### src/rtl/wdog_pkg.sv
package wdog_pkg;

   typedef enum logic [1:0] {
      DIV_SUB = 2'd0,
      DIV_LO  = 2'd1,
      DIV_HI  = 2'd2
   } div_sel_e;

   function automatic int max3(input int a, input int b, input int c);
      int m;
      m = (a > b) ? a : b;
      m = (m > c) ? m : c;
      return (m < 1) ? 1 : m;
   endfunction

endpackage

### src/rtl/wdog_regs.sv
module wdog_regs #(
   parameter int ADDR_W     = 2,
   parameter int CTRL_ADDR  = 2,
   parameter int START_ADDR = 3
) (
   input  logic              clk,
   input  logic              rst_n,
   input  logic              wr_en_i,
   input  logic [ADDR_W-1:0] wr_addr_i,
   input  logic              wr_ratio_i,
   output logic              ratio_hi_o,
   output logic              start_o,
   output logic              started_o
);
   localparam logic [ADDR_W-1:0] CTRL_A  = ADDR_W'(CTRL_ADDR);
   localparam logic [ADDR_W-1:0] START_A = ADDR_W'(START_ADDR);

   logic ratio_q;
   logic started_q;
   logic ctrl_wr;

   if (CTRL_ADDR == START_ADDR) begin : g_bad_addr
      $error("control and start addresses must differ");
   end

   assign ctrl_wr = wr_en_i && (wr_addr_i == CTRL_A);
   assign start_o = wr_en_i && (wr_addr_i == START_A);

   always_ff @(posedge clk or negedge rst_n) begin
      if (!rst_n) begin
         ratio_q   <= 1'b0;
         started_q <= 1'b0;
      end else begin
         if (ctrl_wr) ratio_q <= wr_ratio_i;
         if (start_o) started_q <= 1'b1;
      end
   end

   assign ratio_hi_o = ratio_q;
   assign started_o  = started_q;
endmodule

### src/rtl/wdog_prescaler.sv
module wdog_prescaler
   import wdog_pkg::*;
#(
   parameter int LOG2_SUB = 1,
   parameter int LOG2_LO  = 4,
   parameter int LOG2_HI  = 7,
   localparam int PRE_W   = max3(LOG2_SUB, LOG2_LO, LOG2_HI)
) (
   input  logic             clk,
   input  logic             rst_n,
   input  logic             active_i,
   input  div_sel_e         sel_i,
   output logic [PRE_W-1:0] pre_o,
   output logic             tick_o
);
   logic [PRE_W-1:0] pre_q;
   logic [2:0]       hit;
   logic             sel_hit;

   if (LOG2_SUB < 0 || LOG2_LO < 0 || LOG2_HI < 0 || PRE_W > 16) begin : g_bad_ratio
      $error("prescale exponents must lie in 0..16");
   end

   always_ff @(posedge clk or negedge rst_n) begin
      if (!rst_n)        pre_q <= '0;
      else if (active_i) pre_q <= pre_q + 1'b1;
   end

   for (genvar i = 0; i < 3; i++) begin : g_opt
      localparam int L = (i == 0) ? LOG2_SUB : ((i == 1) ? LOG2_LO : LOG2_HI);
      if (L == 0) begin : g_div1
         assign hit[i] = 1'b1;
      end else begin : g_divn
         assign hit[i] = &pre_q[L-1:0];
      end
   end

   always_comb begin
      case (sel_i)
         DIV_SUB: sel_hit = hit[0];
         DIV_LO:  sel_hit = hit[1];
         DIV_HI:  sel_hit = hit[2];
         default: sel_hit = 1'b0;
      endcase
   end

   assign tick_o = active_i && sel_hit;
   assign pre_o  = pre_q;
endmodule

### src/rtl/wdog_counter.sv
module wdog_counter #(
   parameter int CNT_W = 15
) (
   input  logic             clk,
   input  logic             rst_n,
   input  logic             load_i,
   input  logic             tick_i,
   output logic [CNT_W-1:0] cnt_o,
   output logic             uflow_o
);
   localparam logic [CNT_W-1:0] RELOAD = '1;

   logic [CNT_W-1:0] cnt_q;
   logic             uflow_q;
   logic             at_zero;

   if (CNT_W < 2 || CNT_W > 32) begin : g_bad_width
      $error("counter width must lie in 2..32");
   end

   assign at_zero = (cnt_q == '0);

   always_ff @(posedge clk or negedge rst_n) begin
      if (!rst_n) begin
         cnt_q   <= RELOAD;
         uflow_q <= 1'b0;
      end else begin
         uflow_q <= !load_i && tick_i && at_zero;
         if (load_i)                cnt_q <= RELOAD;
         else if (tick_i && at_zero) cnt_q <= RELOAD;
         else if (tick_i)           cnt_q <= cnt_q - 1'b1;
      end
   end

   assign cnt_o   = cnt_q;
   assign uflow_o = uflow_q;
endmodule

### src/rtl/wdog_core.sv
module wdog_core
   import wdog_pkg::*;
#(
   parameter int CNT_W      = 15,
   parameter int DATA_W     = 8,
   parameter int ADDR_W     = 2,
   parameter int CTRL_ADDR  = 2,
   parameter int START_ADDR = 3,
   parameter int LOG2_SUB   = 1,
   parameter int LOG2_LO    = 4,
   parameter int LOG2_HI    = 7
) (
   input  logic              clk,
   input  logic              rst_n,
   input  logic              sub_osc_i,
   input  logic              hold_i,
   input  logic              wr_en_i,
   input  logic [ADDR_W-1:0] wr_addr_i,
   input  logic [DATA_W-1:0] wr_data_i,
   output logic [DATA_W-1:0] ctrl_rdata_o,
   output logic              irq_o
);
   localparam int PRE_W = max3(LOG2_SUB, LOG2_LO, LOG2_HI);
   localparam int RB_W  = DATA_W - 1;

   if (DATA_W < 2) begin : g_bad_data
      $error("data width must be at least 2");
   end
   if (ADDR_W < 1 || CTRL_ADDR >= (1 << ADDR_W) || START_ADDR >= (1 << ADDR_W)) begin : g_bad_map
      $error("register addresses must fit the address width");
   end

   logic             ratio_hi;
   logic             start_pulse;
   logic             started;
   logic             active;
   div_sel_e         div_sel;
   logic [PRE_W-1:0] pre_q;
   logic             tick;
   logic [CNT_W-1:0] cnt_q;
   logic [RB_W-1:0]  cnt_view;
   logic             unused_wr_bits;

   assign unused_wr_bits = ^wr_data_i[DATA_W-2:0];

   wdog_regs #(
      .ADDR_W     (ADDR_W),
      .CTRL_ADDR  (CTRL_ADDR),
      .START_ADDR (START_ADDR)
   ) u_regs (
      .clk        (clk),
      .rst_n      (rst_n),
      .wr_en_i    (wr_en_i),
      .wr_addr_i  (wr_addr_i),
      .wr_ratio_i (wr_data_i[DATA_W-1]),
      .ratio_hi_o (ratio_hi),
      .start_o    (start_pulse),
      .started_o  (started)
   );

   assign active  = started && !hold_i;
   assign div_sel = sub_osc_i ? DIV_SUB : (ratio_hi ? DIV_HI : DIV_LO);

   wdog_prescaler #(
      .LOG2_SUB (LOG2_SUB),
      .LOG2_LO  (LOG2_LO),
      .LOG2_HI  (LOG2_HI)
   ) u_pre (
      .clk      (clk),
      .rst_n    (rst_n),
      .active_i (active),
      .sel_i    (div_sel),
      .pre_o    (pre_q),
      .tick_o   (tick)
   );

   wdog_counter #(
      .CNT_W (CNT_W)
   ) u_cnt (
      .clk     (clk),
      .rst_n   (rst_n),
      .load_i  (start_pulse),
      .tick_i  (tick),
      .cnt_o   (cnt_q),
      .uflow_o (irq_o)
   );

   if (CNT_W >= RB_W) begin : g_view_top
      assign cnt_view = cnt_q[CNT_W-1 -: RB_W];
   end else begin : g_view_pad
      assign cnt_view = {{(RB_W-CNT_W){1'b0}}, cnt_q};
   end

   assign ctrl_rdata_o = {ratio_hi, cnt_view};
endmodule

### config.mk
export PLATFORM = sky130hd
export DESIGN_NAME = wdog_core
export DESIGN_NICKNAME = d
export VERILOG_FILES = /design/src/rtl/wdog_pkg.sv /design/src/rtl/wdog_regs.sv /design/src/rtl/wdog_prescaler.sv /design/src/rtl/wdog_counter.sv /design/src/rtl/wdog_core.sv
export SDC_FILE = /design/constraint.sdc
export NUM_CORES = 1
export LEC_CHECK = 0
export BUFFER_PORTS_ARGS = -buffer_cell sky130_fd_sc_hd__buf_2
export CORE_MARGIN = 2
export CORE_UTILIZATION = 40
export DETAILED_ROUTE_END_ITERATION = 8
export HOLD_SLACK_MARGIN = 0.08
export PLACE_DENSITY = 0.64
export SLEW_MARGIN = 15
export SYNTH_ARGS = -nofsm -noshare
export SYNTH_HDL_FRONTEND = slang
export SYNTH_HIERARCHICAL = 1
export SYNTH_SLANG_ARGS = --single-unit
### constraint.sdc
create_clock -name clk -period 7.2 [get_ports clk]
set_input_delay 1.44 -clock clk [delete_from_list [all_inputs] [get_ports clk]]
set_output_delay 1.44 -clock clk [all_outputs]
set_load 0.01 [all_outputs]
After elaboration in Yosys (flattened, before gate mapping)
Cells that the tools add are included.
{"block": "totals", "in_bits": 15, "reg_bits": 25}
{"block": "classes", "muxes": 6, "n_reduce_logical": 14, "n_addsub": 2, "eq_ne": 4}
{"operator": "$mux W15", "count": 3}
{"operator": "$logic_not A15 Y1", "count": 1}
{"operator": "$sub A15 B1 Y15 const B", "count": 1}
{"operator": "$add A7 B1 Y7 const B", "count": 1}
{"operator": "$logic_and A1 B1 Y1", "count": 7}
{"operator": "$reduce_and A7 Y1", "count": 1}
{"operator": "$eq A2 B2 Y1 const B", "count": 3}
{"operator": "$mux W2", "count": 2}
{"operator": "$reduce_and A4 Y1", "count": 1}
{"operator": "$pmux W1 S3", "count": 1}
{"operator": "$reduce_bool A3 Y1", "count": 1}
{"operator": "$eq A2 B1 Y1 const B", "count": 1}
{"operator": "$logic_not A1 Y1", "count": 2}
{"operator": "$logic_not A2 Y1", "count": 1}

Logic depth before layout (Yosys ltp)
Gate-level depths: netlist of the first run.
{"block": "logic_depth", "ltp_word": 8, "ltp_mapped": 10}

By module
Netlist of the first run, hierarchy kept.
{"module": "wdog_counter", "instances": 1, "area_each_um2": 863.3, "cells_per_inst": 86, "seq_area_each_um2": 419.2}
{"module": "wdog_prescaler", "instances": 1, "area_each_um2": 321.6, "cells_per_inst": 26, "seq_area_each_um2": 175.2}
{"module": "wdog_regs", "instances": 1, "area_each_um2": 102.6, "cells_per_inst": 6, "seq_area_each_um2": 50.0}
{"module": "wdog_core", "instances": 1, "area_each_um2": 31.3, "cells_per_inst": 4, "seq_area_each_um2": 0.0}

Worst setup path before layout of the first run
Ideal clock, no wire load.
{"block": "synth_timing", "path_kind": "input to register", "startpoint": "input hold_i", "endpoint": "register u_cnt.cnt_q[13], in the netlist u_cnt/cnt_o[13]", "t_arrival_ps": 3354, "stages": 10, "path_slack_ps": 3782, "setup_ps": 64, "path_cell_list": "nor2b_1 and4_4 nand3_2 o21ai_1 clkbuf_2 or2_2 clkbuf_1 nand4_2 or4_1 nand3_1"}
{"block": "synth_between", "elab_chain_cells": 6}
{"item": "from (decl)", "line": "wdog_core.sv:16", "text": "input logic hold_i,"}
{"item": "$logic_not A1 Y1 (*)", "line": "wdog_core.sv:61", "text": "assign active = started && !hold_i;"}
{"item": "$logic_and A1 B1 Y1 (*)", "line": "wdog_core.sv:61"}
{"item": "$logic_and A1 B1 Y1 (*)", "line": "wdog_prescaler.sv:47", "text": "assign tick_o = active_i && sel_hit;"}
{"item": "net tick", "line": "wdog_core.sv:39", "text": "logic tick;"}
{"item": "$logic_and A1 B1 Y1", "line": "wdog_counter.sv:30", "text": "else if (tick_i && at_zero) cnt_q <= RELOAD;"}
{"item": "$mux W15", "line": "wdog_counter.sv:30"}
{"item": "$mux W15", "line": "wdog_counter.sv:29", "text": "if (load_i) cnt_q <= RELOAD;"}
{"item": "to (signal assigned)", "line": "wdog_counter.sv:31", "text": "else if (tick_i) cnt_q <= cnt_q - 1'b1;"}
{"item": "to (decl)", "line": "wdog_counter.sv:13", "text": "logic [CNT_W-1:0] cnt_q;"}
The timed path passes the listed nets; every way through them passes the cells marked *.
A chain may end at the register's enable or synchronous reset.

Final worst setup path of the first run
{"block": "layout_timing", "startpoint": "input hold_i", "endpoint": "register u_cnt.cnt_q[13], in the netlist u_cnt/cnt_o[13]"}
{"block": "layout_between", "elab_chain_cells": 6}
{"item": "$logic_not A1 Y1 (*)", "line": "wdog_core.sv:61"}
{"item": "$logic_and A1 B1 Y1 (*)", "line": "wdog_core.sv:61"}
{"item": "net active", "line": "wdog_core.sv:36", "text": "logic active;"}
{"item": "$logic_and A1 B1 Y1 (*)", "line": "wdog_prescaler.sv:47"}
{"item": "net tick", "line": "wdog_core.sv:39"}
{"item": "$logic_and A1 B1 Y1", "line": "wdog_counter.sv:30"}
{"item": "$mux W15", "line": "wdog_counter.sv:30"}
{"item": "$mux W15", "line": "wdog_counter.sv:29"}
Marked as above.

==> results.md, run 1 <==
- Max Clk Rate: 286 MHz
- Layout cells sized above 1: 34.1%
- Final wirelength: 2300 µm
- Clock power share: 18.8%
- Pwr Density: 235 nW/µm²
- Area Overhead vs Synth: 10.4%
- Root Driver: clkbuf_4
- Crit path time final: 3.49 ns
- Worst skew pair latency: 0.32 ns
- Reg power frac: 59.2%
- Area contributors post-synth: dfstp_2 30%, dfrtp_1 19%, xor2_1 6.6%, nand2_1 4.3%, xnor2_1 3.3%
- DR WL/cell: 12.6 µm
- Final net count: 157
- Mapped Avg Cell Area: 10.8 µm²
- Area leader, netlist: dfstp_2
- CTS Hold Bufs: 0
- Crit path max-delay cell type: or4_1
- DIE WIDTH: 61.4 µm
- Final setup skew: 0.00717 ns
- Worst rel slew slack: 63.5%
- Crit start category: primary input
- Synth Flop Type: dfstp_2
- Sw Ratio: 31.9%
- P_int: 233 µW
- CTS tree: done
- Final Hold Vio Count: 0
- Vias in the first global route: 888
- Grt total ovfl: 0
- Detailed placement HPWL: 1660 µm
- Worst VDD drop: 0.0838 mV
- Clock tree buffer depth: 2
- Ordered list of cells on the worst path: buf_2 > nor2b_1 > and4_4 > nand3_2 > o21ai_1 > or2_2 > nand4_2 > or4_1 > nand3_1
- Largest net degree at the start of global routing: 26
- Comb pwr share: 22.1%
- Via Count: 916
- Least-Margin Pin Slew: 0.547 ns
- Num CTS Buffers: 3
- Core area: 3100 µm²
- Register area: 644 µm²
- P_leak: 0.000570 µW
- First-pass GRT wire length: 3980 µm
- Sequential share of the synthesized area: 48.9%
- Vias/cell: 5.03
- CP Max Fanout: 8
- Status: finished clean
- Drt initial violations: 37
- Max_cap viols: 0
- Drt first pass iters: 4
- DIE HEIGHT: 61.4 µm
- Final ANT Viol Nets: 0
- Syn. warnings: 6
- Largest stage delay on the critical path: 0.47 ns
- Final worst-path cycle share: 48.5%
- Post-synth EDFFs: 0
- Clock slew at reported path FFs: 0.14 ns
- Routability cong.: 0.711
- Worst Hold Class: flip-flop to flip-flop
- Final setup fails: 0
- H-tree Lvls: 1
- Remaining DRCs: 0
- Req. time, crit path: 7.47 ns
- Final Max Tran Viols: 0
- Aggregate global-route resource usage: 14.2%
- Synth unique cells: 39
- Fillers: 298
- Initial cell density of the core: 42.5%
- Core Util, Final: 46.9%
- Post-cts sizing count: 0
- Post-Syn Nets: 140
- PortBufs: 16
- Setup bufs post-CTS: 0
- Die area: 3770 µm²
- Post-synthesis async set-or-reset flop share: 100%
- Clk sinks: 25
- IO Pins: 24
- #FFs+latches synth: 25
- Synth Cell Area: 1320 µm²
- Share of the synthesized area in the top cell type: 29.9%
- Multi-input logic area: 636 µm²
- Switch Pwr: 109 µW
- Initial antenna violation count: 0
- Crit end category: flip-flop
- Std-Cell Rows: 20
- Worst EP arrival: 3.76 ns
- Setup TNS: 0 ns
- Unrepaired setup endpoints after global routing: no
- Critical path type: primary input to flip-flop
- Antenna fix cells: 0
- Post-Synthesis Cells: 122
## worst max-delay path, delay by kind of cell
kind / cells / cell delay [ns]
buffers and inverters: 1 / 0.10
AO/OA/AOI/OAI: 1 / 0.44
AND/OR/NAND/NOR: 7 / 1.79
## worst paths after layout
path / from / end / slack, ns / cells past startpoint
max: hold_i / u_cnt/cnt_o[13]$_DFFE_PN1P_ / 3.71 / 9
min: u_regs/started_o$_DFFE_PN0P_ / u_regs/started_o$_DFFE_PN0P_ / 0.50 / 1
max reg2reg: u_regs/started_o$_DFFE_PN0P_ / u_cnt/cnt_o[13]$_DFFE_PN1P_ / 4.51 / 8
min reg2reg: u_regs/started_o$_DFFE_PN0P_ / u_regs/started_o$_DFFE_PN0P_ / 0.50 / 1
max in group asynchronous: rst_n / u_cnt/cnt_o[7]$_DFFE_PN1P_ / 5.74 / 1
min in group asynchronous: rst_n / u_cnt/uflow_o$_DFF_PN0_ / 1.09 / 1
## routing by layer
layer	track usage [%]	share of wire [%]
met1	19.1	47
met2	22.5	48
met3	1.89	3.1
met4	7.29	1.5
met5	0	0
## placed cells by master (no fill, tap or decap), drive strengths merged, types with 2 or more instances in the layout
master,synthesis,layout
buf,2,16
clkbuf,2,3
dfrtp,10,10
dfstp,15,15
ha,3,3
inv,3,3
mux2,2,2
nand2,15,15
nand3,7,7
nand3b,3,3
nand4,6,6
nor2,8,8
nor2b,3,3
nor3,2,2
nor4,3,3
o21ai,7,7
o31ai,2,2
or2,3,3
or3,3,3
xnor2,5,5
xor2,10,10
## per-stage QoR
stage | hold WS [ns] | worst slack [ns] | total power (µW) | instances | cell area, µm²
after floorplan | 0.425 | 3.78 | 262 | 122 | 1320
after global placement | 0.456 | 3.43 | 274 | 178 | 1430
after detailed placement | 0.456 | 3.36 | 281 | 178 | 1430
after CTS | 0.497 | 3.70 | 346 | 182 | 1460
after global routing | 0.509 | 3.44 | 366 | 182 | 1460
final | 0.496 | 3.71 | 342 | 182 | 1460
## power by group through the flow
stage	clock network, µW	registers, µW	logic (µW)
after floorplan	0	199	62.4
after global placement	0	203	71.7
after detailed placement	0	205	75.9
after CTS	67.2	203	76.5
after global routing	72.3	206	87.1
final	64.2	202	75.5
## area by class of cell
class | instances | share of cell area, %
tap | 44 | 3.78
sequential | 25 | 44.2
timing repair buffer | 16 | 5.50
multi-input combinational | 90 | 43.6
clock inverter | 1 | 0.515
clock buffer | 3 | 1.55
inverter | 3 | 0.773
## cells in the mapped netlist (2+ instances only)
cell      count
dfstp_2      15
nand2_1      15
dfrtp_1      10
xor2_1       10
nor2_1        8
nand3_1       6
o21ai_0       6
xnor2_1       5
nand4_1       4
ha_1          3
inv_1         3
or3_1         3
nand3b_1      2
nand4_2       2
nor2b_1       2
nor3_1        2
nor4_1        2
o31ai_1       2
or2_1         2
## registers in the layout (all words and copies together), names as in the netlist
register,flops
u_cnt/cnt_o,15
u_cnt/uflow_o,1
u_pre/pre_o,7
u_regs/ratio_hi_o,1
u_regs/started_o,1
## cell families (layout without fill, tap and decap cells)
group,Yosys count,after routing,share of synthesized area [%]
and+or+nand+nor,57,57,26.9
DFF,25,25,48.9
adders and majority gates,3,3,2.85
xor gates and xnor gates,15,15,9.96
AOI/OAI and AO/OA,13,13,6.45
buffers and inverters,7,23,2.94
muxes,2,2,1.99
(Power assumes the default switching activity.)
==> run 2, diff against run 1 <==
- ABC_AREA: unset -> 1
- PLACE_DENSITY: 0.64 -> 0.63
- clock period: 7.2 -> 3.4 ns (I/O delays scaled with it)
==> run 2 against run 1 <==
  * Utilization decreased by 1.3 points
  * Critical endpoint is now u_cnt/cnt_o[14]$_DFFE_PN1P_
  * Power rose by 130%
  * Die area increased by 14%
  * Critical path depth increased by 3
  * Combinational power grew 140%
  * First-iteration DRC count grew 14%
==> results.md, run 2 <==
- Status: finished clean
- Critical path type: primary input to flip-flop
- Final net count: 226 (+44%)
- IO Pins: 24 (unchanged)
- #FFs+latches synth: 25 (unchanged)
- Remaining DRCs: 0 (unchanged)
- Final setup skew: 0.00458 ns (-0.00259 ns)
- WL met2: 1390 µm (+26%)
- P_leak: 0.000780 µW (+37%)
- Synth Flop Type: dfstp_2
- Placed cells: 251 (+41%)
- Vias in the first global route: 1,130 (+27%)
- Layout Cells excl Fill: 255 (+40%)
- Clock power share: 22.8% (+4.0 points)
- H-tree Lvls: 1 (unchanged)
- Count leader, synth: nand2_1
- Area Overhead vs Synth: 10.0%
- Max reg flops: 15 (unchanged)
- CTS Hold Bufs: 0 (unchanged)
- Routability cong.: 0.827 (+16%)
- Grt total ovfl: 0 (unchanged)
- Layout cells sized above 1: 32.4% (-1.7 points)
- Core area: 3660 µm² (+18%)
- Pwr Density: 461 nW/µm² (+96%)
- Num CTS Buffers: 3 (unchanged)
- Final wirelength: 2870 µm (+25%)
- Most frequent cells after synthesis: 47 x nand2_1, 23 x nor2_1, 22 x inv_1
- CP Max Fanout: 14 (+6)
- Setup TNS: 0 ns (unchanged)
- Final setup fails: 0 (unchanged)
- Metal-1 WL: 1360 µm (+25%)
- Final worst-path cycle share: 74.1%
- Initial cell density of the core: 41.5% (-1.0 points)
- Unrepaired setup endpoints after global routing: no
- Post-Synthesis Cells: 190 (+56%)
- Max_cap viols: 0 (unchanged)
- Sw Ratio: 32.7% (+0.83 points)
- Synth unique cells: 25 (-36%)
- Post-synthesis async set-or-reset flop share: 100% (unchanged)
- PortBufs: 16 (unchanged)
- Initial antenna violation count: 0 (unchanged)
- Die area: 4310 µm² (+14%)
- Crit end category: flip-flop
- Max Clk Rate: 397 MHz
- FF-to-FF path depth: 12 (+4)
- Crit start category: primary input
- Most frequent cells in the layout: 47 x nand2_1, 23 x nor2_1, 22 x inv_1
- Routed wire length on met3: 73 µm (+1.4%)
- Fillers: 381 (+28%)
- Comb pwr share: 23.3% (+1.2 points)
- Area leader, netlist: dfstp_2
- P_int: 519 µW (+120%)
- DR WL/cell: 11.2 µm (-11%)
- Sequential share of the synthesized area: 42.4% (-6.4 points)
- Worst EP arrival: 2.71 ns (-1.05 ns)
- Root Driver: clkbuf_8
- Final Max Tran Viols: 0 (unchanged)
- Clock slew at reported path FFs: 0.09 ns (-0.05 ns)
- Reg power frac: 53.8% (-5.4 points)
- Least-Margin Pin Slew: 0.562 ns (+0.0149 ns)
- Worst skew pair latency: 0.27 ns (-0.05 ns)
- Post-synth EDFFs: 0 (unchanged)
- Synth Cell Area: 1520 µm² (+15%)
- Vias/cell: 4.65 (-7.6%)
- Antenna fix cells: 0 (unchanged)
- Std-Cell Rows: 22 (+10%)
- DIE HEIGHT: 65.6 µm (+6.8%)
- Mapped Avg Cell Area: 7.99 µm² (-26%)
- Top layer in use: met4
- Drt initial violations: 42 (+14%)
- Req. time, crit path: 3.59 ns (-3.88 ns)
- Worst Hold Class: primary input to async pin
- Setup bufs post-CTS: 0 (unchanged)
- Commonest non-fill, non-tap cell in the layout: nand2_1
- DIE WIDTH: 65.6 µm (+6.8%)
- Share of the synthesized area in the top cell type: 25.9% (-3.9 points)
- Syn. warnings: 6 (unchanged)
- Via Count: 1,186 (+29%)
- Final Hold Vio Count: 0 (unchanged)
- Worst VDD drop: 0.266 mV (+220%)
- First-pass GRT wire length: 4970 µm (+25%)
- Crit path time final: 2.52 ns
- Final ANT Viol Nets: 0 (unchanged)
- Worst rel slew slack: 62.5% (-0.99 points)
- Aggregate global-route resource usage: 14.9% (+0.72 points)
- CTS tree: done
- Clock tree buffer depth: 2 (unchanged)
- Clk sinks: 25 (unchanged)
- Post-Syn Nets: 208 (+49%)
- Post-cts sizing count: 0 (unchanged)
- Largest net degree at the start of global routing: 26 (unchanged)
- Detailed placement HPWL: 2180 µm (+31%)
- Drt first pass iters: 4 (unchanged)
- Switch Pwr: 252 µW (+130%)
- Area contributors post-synth: dfstp_2 26%, dfrtp_1 16%, nand2_1 12%, nor2_1 5.7%, nand3_1 5.6%
[run 2: critical path: stages]
cell and delay (ns):
buf_2 0.09, nor2_1 0.31, nand2_2 0.12, or3_1 0.33, nand2_1 0.13, inv_1 0.07, nand2_1 0.34, nand2_1 0.14
nor2_2 0.24, nand3_1 0.11, nand2_1 0.09, nand3_2 0.07
[run 2: final cells by class]
cell class	instances	area, µm²	area share [%]
Inverter	28	108	6.44
Clock buffer	4	45.0	2.69
Timing Repair Buffer	16	80.1	4.79
Multi-Input combinational cell	134	734	43.9
Tap cell	48	60.1	3.59
Sequential cell	25	644	38.5
[run 2: power by group through the flow]
stage               Combinational, µW  Sequential [µW]  Clock (µW)
finish                            180              415         176
global route                      211              424         195
CTS                               184              416         185
detailed placement                183              422           0
global placement                  177              420           0
floorplan                         151              412           0
[run 2: metal layers]
metal,vias up,GRT usage (%)
met4,0,4.69
met2,16,25.3
met5,-,0
met3,4,3.94
li1,624,-
met1,542,18.5
[run 2: path summary, 6_finish.rpt]
path                       slack (ns)                            to                    startpoint
max                              0.88   u_cnt/cnt_o[14]$_DFFE_PN1P_                        hold_i
min                              0.39    u_pre/pre_o[0]$_DFFE_PN0P_                         rst_n
max reg2reg                      1.03   u_cnt/cnt_o[14]$_DFFE_PN1P_  u_regs/started_o$_DFFE_PN0P_
min reg2reg                      0.47  u_regs/started_o$_DFFE_PN0P_  u_regs/started_o$_DFFE_PN0P_
max in group asynchronous        2.62    u_cnt/cnt_o[3]$_DFFE_PN1P_                         rst_n
min in group clk                 0.47  u_regs/started_o$_DFFE_PN0P_  u_regs/started_o$_DFFE_PN0P_
[run 2: stage by stage]
stage | worst slack, ns | total power [µW] | hold WS (ns) | utilization [%] | area (µm²)
after floorplan | 1.28 | 563 | 0.384 | - | 1520
after global placement | 0.652 | 597 | 0.457 | 44.4 | 1630
after detailed placement | 0.613 | 604 | 0.457 | 44.4 | 1630
after CTS | 0.908 | 785 | 0.413 | 45.7 | 1670
after global routing | 0.643 | 830 | 0.436 | 45.7 | 1670
final | 0.882 | 771 | 0.395 | 45.7 | 1670
[run 2: cell families (layout without fill, tap and decap cells)]
| logic type | count (synthesis) | in the layout | share of synthesized area (%) |
|---|---|---|---|
| simple gates | 120 | 120 | 39.8 |
| buf+inv | 31 | 48 | 9.23 |
| flops | 25 | 25 | 42.4 |
| xor+xnor | 6 | 6 | 3.46 |
| compound gates | 4 | 4 | 1.89 |
| fa+ha+maj | 3 | 3 | 2.47 |
| mux | 1 | 1 | 0.741 |
==> run 3, diff against run 2 <==
- PLACE_DENSITY: 0.63 -> 0.65
- clock period: 3.4 -> 2.3 ns (I/O delays scaled with it)
==> run 3 against run 2 <==
  * Largest power group unchanged
  * Clock power up 52%
  * Utilization up 1.1 points
  * Combinational power up 59%
  * Die area unchanged
  * Non-clock buffer count up 5
  * Sequential cell count unchanged
==> results.md, run 3 (synthesis results as in run 2) <==
- Status: finished clean
- Layout cells sized above 1: 34.4% (+2.1 points)
- Routability cong.: 0.808 (-2.3%)
- Final setup fails: 0 (unchanged)
- Clock tree buffer depth: 2 (unchanged)
- Crit start category: flip-flop
- Via Count: 1,188 (+0.17%)
- Critical path's most frequent cell: nand2_1
- Aggregate global-route resource usage: 14.6% (-0.35 points)
- Die area: 4310 µm² (unchanged)
- CTS Hold Bufs: 0 (unchanged)
- WP buf/inv: 3 (+1)
- CTS tree: done
- Final Max Tran Viols: 0 (unchanged)
- Final ANT Viol Nets: 0 (unchanged)
- DIE HEIGHT: 65.6 µm (unchanged)
- Final Hold Vio Count: 0 (unchanged)
- Fillers: 380 (-0.26%)
- Core area: 3660 µm² (unchanged)
- Worst rel slew slack: 63.6% (+1.1 points)
- Least-Margin Pin Slew: 0.546 ns (-0.0163 ns)
- Worst VDD drop: 0.288 mV (+8.1%)
- Initial antenna violation count: 0 (unchanged)
- Placed Area: 1660 µm² (+2.3%)
- Family with the most delay on the worst path: simple AND/OR/NAND/NOR gates
- First-pass GRT wire length: 4800 µm (-3.5%)
- Drt initial violations: 34 (-19%)
- Worst Hold Class: primary input to async pin
- Clock slew at reported path FFs: 0.09 ns (about the same)
- Antenna fix cells: 0 (unchanged)
- Detailed placement HPWL: 2080 µm (-4.6%)
- Design Area, Final: 1710 µm² (+2.5%)
- Layout Cells excl Fill: 260 (+2.0%)
- DR WL/cell: 10.3 µm (-8.3%)
- Grt total ovfl: 0 (unchanged)
- Clk sinks: 25 (unchanged)
- Final worst-path cycle share: 86.2%
- Worst EP arrival: 2.18 ns (-0.53 ns)
- Setup TNS: 0 ns (unchanged)
- Critical path type: flip-flop to flip-flop
- Post-cts sizing count: 0 (unchanged)
- Max_cap viols: 0 (unchanged)
- Commonest non-fill, non-tap cell in the layout: nand2_1
- Vias/cell: 4.57 (-1.8%)
- Max Clk Rate: 504 MHz
- Placed cells: 256 (+2.0%)
- Num CTS Buffers: 3 (unchanged)
- Final setup skew: 0.00683 ns (+0.00225 ns)
- Hold slack: 0.156 ns (-0.239 ns)
- Area Overhead vs Synth: 12.8%
- Final wirelength: 2680 µm (-6.5%)
- Root Driver: clkbuf_8
- H-tree Lvls: 1 (unchanged)
- Remaining DRCs: 0 (unchanged)
- Setup bufs post-CTS: 0 (unchanged)
- DIE WIDTH: 65.6 µm (unchanged)
- Crit end category: flip-flop
- Pwr Density: 683 nW/µm² (+48%)
- Drt first pass iters: 5 (+1)
- PortBufs: 16 (unchanged)
- Crit path time final: 1.98 ns
- P_leak: 0.000803 µW (+3.1%)
- Worst skew pair latency: 0.27 ns (about the same)
- Final net count: 231 (+2.2%)
- Std-Cell Rows: 22 (unchanged)
- Largest stage delay on the critical path: 0.35 ns (about the same)
- Vias in the first global route: 1,134 (+0.35%)
- Ordered list of cells on the worst path: inv_1 > nor2_1 > nand2_2 > or3_1 > nand2_1 > inv_1 > nand2_1 > inv_1 > nor2_1 > nand2_1 > nand2_1 > nand3_2
- Most frequent cells in the layout: 47 x nand2_1, 23 x nor2_1, 22 x inv_1
- Unrepaired setup endpoints after global routing: no
- Req. time, crit path: 2.50 ns (-1.09 ns)
- Initial cell density of the core: 41.5% (unchanged)
- CP Max Fanout: 6 (-8)
- Max reg flops: 15 (unchanged)
- Largest net degree at the start of global routing: 26 (unchanged)
- Crit path max-delay cell type: dfrtp_1
- IO Pins: 24 (unchanged)
## run 3: cell type report
type                       count  area (µm²)  share of cell area, %
timing repair buffer          21         118                   6.87
inverter                      28         108                   6.28
clock buffer                   3        41.3                   2.41
clock inverter                 1        7.51                  0.438
tap                           48        60.1                   3.51
multi-input combinational    134         734                   42.9
sequential                    25         644                   37.6
## run 3: power by group
part	internal, µW	total, µW	switching, µW	leakage, µW
Combinational	120	286	166	0.000507
Clock	123	267	144	0.0000217
Sequential	541	616	74.9	0.000275
Total	784	1170	385	0.000803
## run 3: path summary, 6_finish.rpt
path / start / end / slack [ns] / cells past startpoint
worst min-delay path: rst_n / u_regs/ratio_hi_o$_DFFE_PN0P_ / 0.16 / 1
worst min register to register: u_regs/started_o$_DFFE_PN0P_ / u_regs/started_o$_DFFE_PN0P_ / 0.49 / 1
max in group asynchronous: rst_n / u_cnt/cnt_o[11]$_DFFE_PN1P_ / 1.76 / 1
min in group clk: wr_data_i[7] / u_regs/ratio_hi_o$_DFFE_PN0P_ / 0.43 / 3
worst max-delay path: u_regs/started_o$_DFFE_PN0P_ / u_cnt/cnt_o[9]$_DFFE_PN1P_ / 0.32 / 12
worst max register to register: u_regs/started_o$_DFFE_PN0P_ / u_cnt/cnt_o[9]$_DFFE_PN1P_ / 0.32 / 12
## run 3: metrics by stage
step	setup WS [ns]	utilization (%)	power (µW)
after detailed placement	0.127	45.5	914
after global placement	0.134	45.5	905
after floorplan	0.397	-	833
final	0.317	46.8	1170
after global routing	0.0248	46.8	1260
after CTS	0.303	46.8	1190
## run 3: per-layer routing
metal,part of all wire (%),GRT usage (%),vias up,wire (µm)
met2,44,23.5,13,1170
met3,2.3,2.05,4,62
li1,-,-,633,-
met1,52,19.2,538,1400
met5,0,0,-,0
met4,1.7,7.03,0,46
## run 3: worst register-to-register path: cells and delay by family, from the launching register on
family / cells / cell delay [ns]
AND/OR/NAND/NOR: 9 / 1.36
flip-flops: 1 / 0.35
buffers and inverters: 3 / 0.19
